**src/rtl/irq_coal_pkg.sv**
```systemverilog
package irq_coal_pkg;

    localparam int DB_W       = 32;
    localparam int ACK_BIT    = 31;
    localparam int OFF_BIT    = 30;
    localparam int TMO_LSB    = 16;
    localparam int TMO_W      = 8;
    localparam int CNT_W      = 16;
    localparam int GAP_W      = 4;
    localparam int UNIT_TICKS = 10;

    typedef enum logic [1:0] {
        ST_OFF   = 2'd0,
        ST_ARMED = 2'd1,
        ST_FIRED = 2'd2
    } coal_state_e;

    typedef struct packed {
        logic             ack;
        logic             arm;
        logic             mute;
        logic [TMO_W-1:0] tmo;
        logic [CNT_W-1:0] cnt;
    } db_cmd_t;

endpackage

```
**src/rtl/coal_db_decode.sv**
```systemverilog
module coal_db_decode
    import irq_coal_pkg::*;
(
    input  logic            we_i,
    input  logic [DB_W-1:0] data_i,
    output db_cmd_t         cmd_o
);

    logic tmo_zero;
    wire  unused_rsvd = ^data_i[TMO_LSB+TMO_W+5:TMO_LSB+TMO_W];

    always_comb begin
        tmo_zero   = (data_i[TMO_LSB +: TMO_W] == '0);
        cmd_o.tmo  = data_i[TMO_LSB +: TMO_W];
        cmd_o.cnt  = data_i[CNT_W-1:0];
        cmd_o.ack  = we_i & data_i[ACK_BIT];
        cmd_o.arm  = cmd_o.ack & ~tmo_zero;
        // acknowledge outranks disable when both command bits are set
        cmd_o.mute = (cmd_o.ack & tmo_zero)
                   | (we_i & ~data_i[ACK_BIT] & data_i[OFF_BIT]);
    end

endmodule

```
**src/rtl/coal_downtimer.sv**
```systemverilog
module coal_downtimer #(
    parameter int PERIOD = 2,
    parameter int VAL_W  = 8
) (
    input  logic             clk,
    input  logic             rst_n,
    input  logic             load_i,
    input  logic [VAL_W-1:0] load_val_i,
    output logic             zero_o
);

    localparam int PW = (PERIOD > 1) ? $clog2(PERIOD) : 1;
    localparam logic [PW-1:0] LAST = PW'(PERIOD - 1);

    logic [PW-1:0]    pre_q;
    logic [VAL_W-1:0] left_q;

    always_ff @(posedge clk or negedge rst_n) begin
        if (!rst_n) begin
            pre_q  <= '0;
            left_q <= '0;
        end else if (load_i) begin
            pre_q  <= '0;
            left_q <= load_val_i;
        end else if (left_q != '0) begin
            if (pre_q == LAST) begin
                pre_q  <= '0;
                left_q <= left_q - 1'b1;
            end else begin
                pre_q  <= pre_q + 1'b1;
            end
        end
    end

    assign zero_o = (left_q == '0);

endmodule

```
**src/rtl/coal_event_ctr.sv**
```systemverilog
module coal_event_ctr
    import irq_coal_pkg::*;
#(
    parameter int THRESH = 6
) (
    input  logic             clk,
    input  logic             rst_n,
    input  logic             evt_i,
    input  logic             ack_i,
    input  logic [CNT_W-1:0] ack_cnt_i,
    output logic             nonzero_o,
    output logic             reached_o
);

    localparam logic [CNT_W-1:0] CNT_MAX = '1;
    localparam logic [CNT_W-1:0] THR_V   = CNT_W'(THRESH);

    logic [CNT_W-1:0] pend_q;
    logic [CNT_W-1:0] after_ack;
    logic [CNT_W-1:0] pend_d;

    always_comb begin
        if (ack_i && (ack_cnt_i >= pend_q)) begin
            after_ack = '0;
        end else if (ack_i) begin
            after_ack = pend_q - ack_cnt_i;
        end else begin
            after_ack = pend_q;
        end
        if (evt_i && (after_ack != CNT_MAX)) begin
            pend_d = after_ack + 1'b1;
        end else begin
            pend_d = after_ack;
        end
    end

    always_ff @(posedge clk or negedge rst_n) begin
        if (!rst_n) begin
            pend_q <= '0;
        end else begin
            pend_q <= pend_d;
        end
    end

    assign nonzero_o = (pend_q != '0);
    assign reached_o = (pend_q >= THR_V);

endmodule

```
**src/rtl/irq_coalesce.sv**
```systemverilog
module irq_coalesce
    import irq_coal_pkg::*;
#(
    parameter int TICK_DIV = 62,
    parameter bit IS_RX    = 1'b0
) (
    input  logic            clk,
    input  logic            rst_n,
    input  logic            evt_i,
    input  logic            db_we_i,
    input  logic [DB_W-1:0] db_data_i,
    output logic            irq_o
);

    localparam int UNIT_CLKS = TICK_DIV * UNIT_TICKS;
    localparam int PKT_THR   = IS_RX ? 6 : 12;
    localparam int PKT_GAP   = IS_RX ? 3 : 15;
    localparam logic [GAP_W-1:0] GAP_V = GAP_W'(PKT_GAP);

    db_cmd_t     cmd;
    coal_state_e state_q;
    coal_state_e state_d;
    logic        coal_zero;
    logic        gap_zero;
    logic        pend_nz;
    logic        pend_thr;
    logic        fire;

    coal_db_decode u_decode (
        .we_i   (db_we_i),
        .data_i (db_data_i),
        .cmd_o  (cmd)
    );

    coal_event_ctr #(.THRESH(PKT_THR)) u_events (
        .clk       (clk),
        .rst_n     (rst_n),
        .evt_i     (evt_i),
        .ack_i     (cmd.ack),
        .ack_cnt_i (cmd.cnt),
        .nonzero_o (pend_nz),
        .reached_o (pend_thr)
    );

    coal_downtimer #(.PERIOD(UNIT_CLKS), .VAL_W(TMO_W)) u_coal_tmr (
        .clk        (clk),
        .rst_n      (rst_n),
        .load_i     (cmd.arm),
        .load_val_i (cmd.tmo),
        .zero_o     (coal_zero)
    );

    coal_downtimer #(.PERIOD(TICK_DIV), .VAL_W(GAP_W)) u_gap_tmr (
        .clk        (clk),
        .rst_n      (rst_n),
        .load_i     (evt_i),
        .load_val_i (GAP_V),
        .zero_o     (gap_zero)
    );

    assign fire = (pend_nz && coal_zero) || (pend_thr && gap_zero);

    // next-state: FIRE inside ARMED, doorbell ARM / MUTE override everything
    always_comb begin
        state_d = state_q;
        unique case (state_q)
            ST_OFF:   state_d = ST_OFF;
            ST_ARMED: if (fire) state_d = ST_FIRED;
            ST_FIRED: state_d = ST_FIRED;
            default:  state_d = ST_OFF;
        endcase
        if (cmd.arm) begin
            state_d = ST_ARMED;
        end else if (cmd.mute) begin
            state_d = ST_OFF;
        end
    end

    always_ff @(posedge clk or negedge rst_n) begin
        if (!rst_n) begin
            state_q <= ST_OFF;
        end else begin
            state_q <= state_d;
        end
    end

    always_comb begin
        irq_o = (state_q == ST_FIRED);
    end

endmodule

```
**config.mk**
```make
export PLATFORM = sky130hd
export DESIGN_NAME = irq_coalesce
export DESIGN_NICKNAME = d
export VERILOG_FILES = /design/src/rtl/irq_coal_pkg.sv /design/src/rtl/coal_db_decode.sv /design/src/rtl/coal_downtimer.sv /design/src/rtl/coal_event_ctr.sv /design/src/rtl/irq_coalesce.sv
export SDC_FILE = /design/constraint.sdc
export NUM_CORES = 1
export LEC_CHECK = 0
export ABC_CLOCK_PERIOD_IN_PS = 4600
export BUFFER_PORTS_ARGS = -buffer_cell sky130_fd_sc_hd__buf_4
export CORE_ASPECT_RATIO = 0.6
export CORE_MARGIN = 3
export CORE_UTILIZATION = 40
export DETAILED_ROUTE_END_ITERATION = 7
export GPL_TIMING_DRIVEN = 1
export PLACE_DENSITY = 0.62
export SKIP_LAST_GASP = 1
export SYNTH_ARGS = -nofsm -noshare
export SYNTH_HDL_FRONTEND = slang
export SYNTH_SLANG_ARGS = --single-unit
```
**constraint.sdc**
```tcl
create_clock -name clk -period 4.6 [get_ports clk]
set_input_delay 0.46 -clock clk [delete_from_list [all_inputs] [get_ports clk]]
set_output_delay 0.46 -clock clk [all_outputs]
set_load 0.02 [all_outputs]
```
== After elaboration in Yosys (flattened, before gate mapping) ==
Index checks and enable logic that the tools add are counted.

* Register bits after elaboration: 46
* Latch bits: 0
* Bits in writable memories: 0
* Memory bits (read-only): 0
* Input bits: 36
* Output and inout port bits: 1
* Word-level logic and storage cells: 64
* Memories: 0

* Add/subtract/negate cells: 6
* Multipliers: 0
* Divide/modulo/power cells: 0
* Order comparisons: 2
* Eq/ne operators: 6
* Shifts and indexed selects: 0
* Mux-type cells: 19
* Bitwise logic cells: 8
* Reductions and logical operators: 17

{| class="wikitable"
|+ Operators by type and width
! cell !! number
|-
| 16-bit two-way mux || 3
|-
| 10-bit two-way mux || 3
|-
| 8-bit two-way mux || 3
|-
| 6-bit two-way mux || 3
|-
| 16-bit by 1-bit adder with 16-bit output, second input constant || 1
|-
| 16-bit greater-or-equal comparator || 1
|-
| 16-bit by 4-bit greater-or-equal comparator with 1-bit output, second input constant || 1
|-
| 8-bit zero test || 2
|-
| 16-bit inequality test, second input constant || 1
|-
| 16-bit nonzero test || 1
|-
| 16-bit subtractor || 1
|-
| 4-bit two-way mux || 3
|-
| 10-bit by 1-bit adder with 10-bit output, second input constant || 1
|-
| 10-bit == test, second input constant || 1
|-
| 2-bit nonzero test || 4
|-
| 8-bit nonzero test || 1
|-
| 8-bit by 1-bit subtractor with 8-bit output, second input constant || 1
|-
| 6-bit by 1-bit adder with 6-bit output, second input constant || 1
|-
| 6-bit == test, second input constant || 1
|-
| 2-bit two-way mux || 3
|-
| 1-bit AND || 5
|-
| 1-bit logical AND || 4
|-
| 4-bit zero test || 1
|-
| 4-bit by 3-bit inequality test with 1-bit output, second input constant || 1
|-
| 9 further kinds || 11
|}

== Depth between registers and ports, before layout ==
Gate-level depths: netlist of the first run.

* Depth in word-level cells: 7
* Mapped depth: 17

== Hierarchy ==
A second synthesis of the first run with hierarchy kept.

* Cell total of the unflattened synthesis: 522
* Area, all modules: 4352.9 sq um

{| class="wikitable"
|+ Modules (own cells, without submodules)
! module !! instances !! cells each !! area each (sq um)
|-
| coal_event_ctr || 1 || 288 || 2264.7
|-
| coal_downtimer at u_coal_tmr || 1 || 123 || 1086.0
|-
| coal_downtimer at u_gap_tmr || 1 || 67 || 633.1
|-
| coal_db_decode || 1 || 30 || 235.2
|-
| irq_coalesce || 1 || 14 || 133.9
|}

== Worst setup path before layout of the first run ==
OpenSTA, ideal clock, no wires.

* Kind: input port to flip-flop
* Start: input db_data_i[0]
* End: register u_events.pend_q[13]
* Arrival time: 3.274 ns
* Data required time: 4.475 ns
* Slack: 1.200 ns
* Cell stages on the path: 16
* Cell sequence: ha_1 -> inv_1 -> fa_1 -> and3_1 -> o21a_2 -> o21ai_2 -> a21oi_4 -> buf_6 -> a22o_1 -> ha_1 -> o211ai_1 -> nor4b_2 -> a41oi_2 -> buf_6 -> nand4b_1 -> xor2_1

* Cells in the longest elaborated chain, start to end: 6
* Elaborated cells on any way between the ends: 9
* Classes of those cells: add/sub: 2; order compare: 1; eq/ne: 1; mux: 3; reduce/logical: 2

{| class="wikitable"
|+ Ends and longest elaborated chain
! element !! line !! text
|-
| start, declared || irq_coalesce.sv:11 || <nowiki>input logic [DB_W-1:0] db_data_i,</nowiki>
|-
| 16-bit subtractor or 16-bit greater-or-equal comparator (tied branches) || coal_event_ctr.sv:26, coal_event_ctr.sv:23 ||
|-
| 16-bit two-way mux or 1-bit logical AND (tied branches) || coal_event_ctr.sv:25, coal_event_ctr.sv:23 ||
|-
| 16-bit two-way mux * || coal_event_ctr.sv:23 || <nowiki>if (ack_i && (ack_cnt_i >= pend_q)) begin</nowiki>
|-
| branches (longest 2 deep; another with 16-bit by 1-bit adder with 16-bit output) || -- ||
|-
| 16-bit two-way mux * || coal_event_ctr.sv:30 || <nowiki>if (evt_i && (after_ack != CNT_MAX)) begin</nowiki>
|-
| via u_events.pend_d[13] || coal_event_ctr.sv:20 || <nowiki>logic [CNT_W-1:0] pend_d;</nowiki>
|-
| end signal, assigned || coal_event_ctr.sv:41 || <nowiki>pend_q <= pend_d;</nowiki>
|-
| end, declared || coal_event_ctr.sv:18 || <nowiki>logic [CNT_W-1:0] pend_q;</nowiki>
|}

Mark *: on every way through the listed nets, which the timed path passes.
A chain may end at the register's enable or synchronous reset.

== Final worst setup path of the first run ==
* Start: register u_events.pend_q[0]
* End: register u_events.pend_q[1]

* Cells in the longest elaborated chain, start to end: 6
* Elaborated cells on any way between the ends: 9
* Classes of those cells: add/sub: 2; order compare: 1; eq/ne: 1; mux: 3; reduce/logical: 2

{| class="wikitable"
|+ Ends and longest elaborated chain
! element !! line
|-
| 16-bit subtractor or 16-bit greater-or-equal comparator (tied branches) || coal_event_ctr.sv:26, coal_event_ctr.sv:23
|-
| 16-bit two-way mux or 1-bit logical AND (tied branches) || coal_event_ctr.sv:25, coal_event_ctr.sv:23
|-
| 16-bit two-way mux * || coal_event_ctr.sv:23
|-
| branches (longest 2 deep; another with 16-bit by 1-bit adder with 16-bit output) || --
|-
| 16-bit two-way mux * || coal_event_ctr.sv:30
|-
| via u_events.pend_d[1] || coal_event_ctr.sv:20
|}

Marked as above.

==> results.toml, run 1 <==
[cts]
cts_hold_buf = 0
cts_buffers = 5
cts.repair.resized = 0
cts_sinks = 46
htreeDepth = 2
clk_latency_ns = 0.29
clock_tree.root_cell = "clkbuf_16"
cts_tree = "built"
postCtsSetupRepairBufs = 0
clockBufferDepth = 2
clk_pin_slew_worst_paths_ns = 0.06

[placed_design]
placed_area_sq_um = 4140
globalplace.congestion = 0.917
io_buffers = 30
dpl.hpwl_microns = 7570

[power]
pwr-share-clk_pct = 30.0
power_leakage_nw = 1.89
power.share.switching_pct = 34.3
powerDensity_nw_per_um2 = 326
internal_power_w = 0.000923
p_sw_w = 0.000482
p_comb_share_pct = 31.0
vdd_drop_max_mv = 0.165
pwr-share-seq_pct = 38.9

[floorplan]
die_area_sq_um = 10800
core_sq_um = 8880
num_io_pins = 37
die_h_microns = 81.5
die_x_microns = 132
start_util_pct = 42.8
rows = 26

[final_layout]
multi_input_area_sq_um = 2440
drive_above_1_share_pct = 12.5
area_growth_pct = 13.2
fillers = 857
layout.nets = 543
diodes = 0
regArea_sq_um = 1150
stdcell_area_sq_um = 4310

[routing]
avgViaCountPerCell = 5.84
drt_pre_antenna_iters = 5
via_count = 3543
wl_per_cell_microns = 16.3
drc = 0
routed_wl_microns = 9890
wl_met1_microns = 5450
drt_iter0_drc = 300
top_layer = "met4"
met2WireLength_microns = 3630
wl_met3_microns = 773
final_antenna_net_count = 0

[yosys]
synth_edf_count = 0
synth_area_leader_cell = "dfrtp_1"
ys_types = 68
postSynthCellCount = 455
synthFlopType = "dfrtp_1"
synth_area_sq_um = 3800
async_flop_share_pct = 100
synth.net_count = 517
ys_seq_area_share_pct = 30.3
yosysWarnings = 0
synth_area_per_cell_sq_um = 8.36
synth_area_leaders = "dfrtp_1 30%, ha_1 8.2%, o21ai_0 5.3%"
synth_seq_cells = 46
synth_top_area_share_pct = 30.3

[sta]
max_slew_margin_pct = 12.8
rsz0062_at_grt = "no"
period_needed_ns = 3.86
fmax_mhz = 259
finClkSkew_ns = 0.00571
tightest_slew_ns = 1.29
fin_crit_sh_pct = 83.9
finalHoldViolations = 0
final.setup.tns_ns = 0
setup_viol = 0
slew_viol_final = 0

[worst_setup_path]
crit_arrival_ns = 4.03
path_cells = "inv_1, ha_1, inv_1, fa_1, and3_1, o21a_2, o21a_1, o21ai_0, o22ai_1, ha_1, o211ai_1, nor4b_2, a41oi_2, buf_4, mux2_2"
cp-start-kind = "flop"
r2r_slack_ns = 0.74
crit_start = "u_events.pend_q[0]"
worstPathRequired_ns = 4.78
worstReg2RegStart = "u_events.pend_q[0]"
slowest_stage = "fa_1"
path_class = "flop to flop"
endpoint_kind = "flop"
r2r-end = "u_events.pend_q[1]"
r2r_cells = 15
path_max_fanout = 11
slowest_delay_ns = 0.44

[global_routing]
gr-total-overflow = 0
grt_pass1_wl_microns = 16300
grt_start_max_net_pins = 47
grt_pass1_vias = 3131
antenna_found_initial = 0
grt_usage_pct = 18.9

[status]
status = "finished, final reports clean"

[flow_run]
max_cap_violations = 0

[hold_path]
hp-class = "primary input to asynchronous set/reset pin"
[worst max-delay path, delay by kind of cell, from the launching register on]
kind | cells | cell delay (ns)
simple gates | 2 | 0.37
compound gates | 6 | 1.39
flops | 1 | 0.39
fa+ha+maj | 3 | 0.90
mux | 1 | 0.35
buf+inv | 3 | 0.36
[Yosys cell counts (2+ instances only)]
| cell type | instances |
|---|---|
| dfrtp_1 | 46 |
| o21ai_0 | 40 |
| nand2_1 | 39 |
| a21oi_1 | 36 |
| inv_1 | 34 |
| nor2_1 | 29 |
| ha_1 | 25 |
| nand3_1 | 20 |
| xor2_1 | 15 |
| nor3_1 | 11 |
| nor4_1 | 9 |
| a21o_1 | 8 |
| buf_2 | 8 |
| a22oi_1 | 7 |
| nor2b_1 | 7 |
| o31ai_1 | 7 |
| xnor2_1 | 7 |
| and3_1 | 6 |
| o21a_1 | 6 |
| a211oi_1 | 5 |
| clkbuf_1 | 5 |
| nand3b_1 | 5 |
| o211a_1 | 5 |
| nand2b_1 | 4 |
| nand4_1 | 4 |
| or3_1 | 4 |
| a22o_1 | 3 |
| a32o_1 | 3 |
| a32oi_1 | 3 |
| and2_1 | 3 |
| o211ai_1 | 3 |
| a32oi_2 | 2 |
| buf_6 | 2 |
| mux2_1 | 2 |
| mux2_2 | 2 |
| nand4b_1 | 2 |
| nor3b_1 | 2 |
| o21ai_1 | 2 |
| o21ai_2 | 2 |
| o221ai_1 | 2 |
| o31a_1 | 2 |
| o41ai_1 | 2 |
[through the flow]
stage	setup WS [ns]	total power, W	hold slack [ns]	util (%)	std cells
floorplan	1.20	0.000856	0.164	-	455
global placement	0.787	0.000970	0.468	46.6	600
detailed placement	0.715	0.000983	0.471	46.6	600
CTS	0.778	0.00141	0.208	48.5	607
global route	0.499	0.00151	0.231	48.5	607
finish	0.741	0.00140	0.175	48.5	607
[sequential cells by signal (all words and copies together), names as in the netlist]
name,count
state_q,2
u_coal_tmr.left_q,8
u_gap_tmr.left_q,4
u_coal_tmr.pre_q,10
u_gap_tmr.pre_q,6
u_events.pend_q,16
[power groups by stage]
stage	sequential, W	combinational (W)	clock (W)
2_1_floorplan	0.000530	0.000326	0
3_3_place_gp	0.000548	0.000422	0
3_5_place_dp	0.000551	0.000432	0
4_1_cts	0.000544	0.000436	0.000432
5_1_grt	0.000559	0.000498	0.000449
6_report	0.000547	0.000436	0.000422
[cells in the final DEF (no fill, tap or decap), types with 7 or more instances in the layout]
master,synthesis,layout
o21ai_0,40,40
inv_1,34,34
nor4_1,9,9
xor2_1,15,15
nor2b_1,7,7
nor3_1,11,11
xnor2_1,7,7
a21o_1,8,8
buf_4,0,34
a22oi_1,7,7
nand2_1,39,39
ha_1,25,25
dfrtp_1,46,46
nand3_1,20,20
a21oi_1,36,36
o31ai_1,7,7
nor2_1,29,29
[cell families (layout without fill, tap and decap cells)]
family                     count (synthesis)  after routing  synth area share [%]
adders and majority gates                 26             26                  8.75
AOI/OAI and AO/OA                        154            154                  28.2
muxes                                      5              5                  1.45
and+or+nand+nor                          153            153                  20.7
buffers and inverters                     49             75                  5.49
xor gates and xnor gates                  22             22                  5.06
DFF                                       46             46                  30.3
[worst max path at each step]
| stage | depth (start not counted) | end | slack, ns |
|---|---|---|---|
| after floorplan | 16 | u_events.pend_q[13] | 1.20 |
| after global placement | 15 | u_events.pend_q[1] | 0.79 |
| after detailed placement | 15 | u_events.pend_q[1] | 0.72 |
| after CTS | 15 | u_events.pend_q[1] | 0.78 |
| after global routing | 15 | u_events.pend_q[1] | 0.50 |
| final | 15 | u_events.pend_q[1] | 0.74 |
[final cells by class]
type | count | share of cell area, %
sequential | 46 | 26.7
clock buffer | 6 | 3.23
tap | 126 | 3.66
inverter | 34 | 2.96
clock inverter | 1 | 0.697
timing repair buffer | 34 | 5.93
multi-input combinational | 360 | 56.8
[per-layer routing]
metal	GRT usage [%]	vias to the layer above
met1	31.0	1661
met3	4.28	8
met2	24.4	136
li1	-	1738
met4	2.83	0
met5	0	-
No activity file was read; power rests on OpenSTA's default activity.
==> run 2: changes to the inputs <==
--- a/config.mk
+++ b/config.mk
@@ -5,14 +5,14 @@
 export SDC_FILE = /design/constraint.sdc
 export NUM_CORES = 1
 export LEC_CHECK = 0
-export ABC_CLOCK_PERIOD_IN_PS = 4600
+export ABC_CLOCK_PERIOD_IN_PS = 3100
 export BUFFER_PORTS_ARGS = -buffer_cell sky130_fd_sc_hd__buf_4
 export CORE_ASPECT_RATIO = 0.6
 export CORE_MARGIN = 3
 export CORE_UTILIZATION = 40
 export DETAILED_ROUTE_END_ITERATION = 7
 export GPL_TIMING_DRIVEN = 1
-export PLACE_DENSITY = 0.62
+export PLACE_DENSITY = 0.64
 export SKIP_LAST_GASP = 1
 export SYNTH_ARGS = -nofsm -noshare
 export SYNTH_HDL_FRONTEND = slang
==> constraint.sdc (replaced) <==
create_clock -name clk -period 3.1 [get_ports clk]
set_input_delay 0.31 -clock clk [delete_from_list [all_inputs] [get_ports clk]]
set_output_delay 0.31 -clock clk [all_outputs]
set_load 0.02 [all_outputs]
==> results.toml, run 2 (synthesized netlist as in run 1, its figures left out) <==
[global_routing]
met2_usage_pct = 31.3
gr-usage-met1_pct = 32.8
grt_pass1_wl_microns = 18500
grtUsageMet3_pct = 4.35
gr-total-overflow = 0
grt_pass1_vias = 3696
busiest_layer = "met1"
grt_start_max_net_pins = 47
antenna_found_initial = 0
grt_usage_pct = 21.6

[sta]
max_slew_margin_pct = 17.7
worst_hold_slack_ns = 0.00292
slew_viol_final = 0
fmax_mhz = 313
setup_viol = 13
period_needed_ns = 3.20
tightest_slew_ns = 1.22
finalHoldViolations = 0
rsz0062_at_grt = "yes"
fin_crit_sh_pct = 103
finClkSkew_ns = 0.00918
setup_ws_ns = -0.0988

[status]
violations = "setup timing"
status = "finished with violations"

[worst_setup_path]
crit_arrival_ns = 3.39
cp-start-kind = "flop"
crit_start = "u_events.pend_q[3]"
path_class = "flop to flop"
worstReg2RegStart = "u_events.pend_q[3]"
endpoint_kind = "flop"
path_max_fanout = 5
worstPathRequired_ns = 3.29

[final_layout]
largest_register = "u_events.pend_q"
largest_reg_flops = 16
area_growth_pct = 40.7
layout.nets = 641
instances_no_fill = 706
layout_commonest_cell = "buf_4"
mostFrequentLayoutCells = "129 x buf_4, 46 x dfrtp_1, 37 x o21ai_0"
fillers = 756
drive_above_1_share_pct = 34.1
reg_top3 = "u_events.pend_q x16, u_coal_tmr.pre_q x10, u_coal_tmr.left_q x8"
diodes = 0

[cts]
htreeDepth = 2
cts_sinks = 46
clk_pin_slew_worst_paths_ns = 0.07
cts_hold_buf = 0
cts_tree = "built"
cts_buffers = 5
clk_latency_ns = 0.30
clock_tree.root_cell = "clkbuf_16"
clockBufferDepth = 2

[placed_design]
pre_cts_ws_ns = -0.305
globalplace.congestion = 0.916
io_buffers = 30
dp_cells = 682
dpl.hpwl_microns = 8830

[routing]
final_antenna_net_count = 0
routed_wl_microns = 11500
avgViaCountPerCell = 5.59
wl_per_cell_microns = 16.3
drc = 0
drt_iter0_drc = 370
via_count = 3947
drt_pre_antenna_iters = 5

[power]
vdd_drop_max_mv = 0.295
power_leakage_nw = 2.47
total_power_w = 0.00235
powerDensity_nw_per_um2 = 440

[floorplan]
start_util_pct = 42.8
die_area_sq_um = 10800
die_h_microns = 81.5
die_x_microns = 132
core_sq_um = 8880
rows = 26
num_io_pins = 37

[hold_path]
hp-class = "primary input to asynchronous set/reset pin"

[flow_run]
max_cap_violations = 0
## run 2: cell count changes in the layout (fill, tap and decap cells not counted), sizes merged
cell	before	now
clkbuf	6	5
buf	34	132
clkinv	0	1
inv	34	35
## run 2: power by group
part           internal (W)  switching [W]  leakage (nW)
clock              0.000382       0.000249        0.0842
combinational      0.000444       0.000480          1.78
sequential         0.000699       0.000101         0.598
total               0.00152       0.000830          2.47
## run 2: layer usage
layer	part of all wire [%]	wire length, microns
met5	0	0
met2	40	4650
met4	1.3	145
met3	6.8	778
met1	51	5920
## run 2: worst paths after layout
path,slack (ns),to,depth (start not counted)
max in group asynchronous,2.67,u_gap_tmr.left_q[1],1
setup reg to reg,-0.1,u_events.pend_q[1],13
hold reg to reg,0.49,u_coal_tmr.pre_q[9],1
setup / recovery,-0.1,u_events.pend_q[1],13
min in group clk,0.27,u_gap_tmr.pre_q[5],2
hold / removal,0.003,u_events.pend_q[0],1
## run 2: cell type report
cell class	count	area, sq um	share of cell area, %
Timing Repair Buffer	132	1000	18.7
Clock inverter	3	43.8	0.818
Tap cell	126	158	2.94
Sequential cell	46	1150	21.5
Clock buffer	5	125	2.34
Multi-Input combinational cell	360	2750	51.3
Inverter	34	128	2.38
## run 2: repair_timing
action / in CTS / in global routing
endpoints found under the setup margin: 16 / 16
hold endpoints to repair: 0 / 0
pin swaps: 14 / 23
gates resized for setup: 24 / 32
setup buffers: 6 / 10
## run 2: critical path: stages, from the launching register on
cell and delay, ns:
dfrtp_1 0.42, ha_1 0.37, buf_4 0.16, nand4_1 0.21, o41ai_4 0.25, buf_4 0.17
a21oi_4 0.04, a22o_1 0.23, ha_2 0.20, o211ai_1 0.20, nor4b_4 0.10, a41oi_2 0.26
buf_6 0.17, mux2_4 0.30
## run 2: metrics by stage
stage          TNS, ns  util, %  area [sq um]
2_1_floorplan   -0.719        -          3830
5_1_grt          -3.11     60.3          5350
3_5_place_dp     -3.29     53.8          4780
4_1_cts         -0.135     57.4          5090
6_report        -0.632     60.3          5350
3_3_place_gp     -2.33     53.8          4780
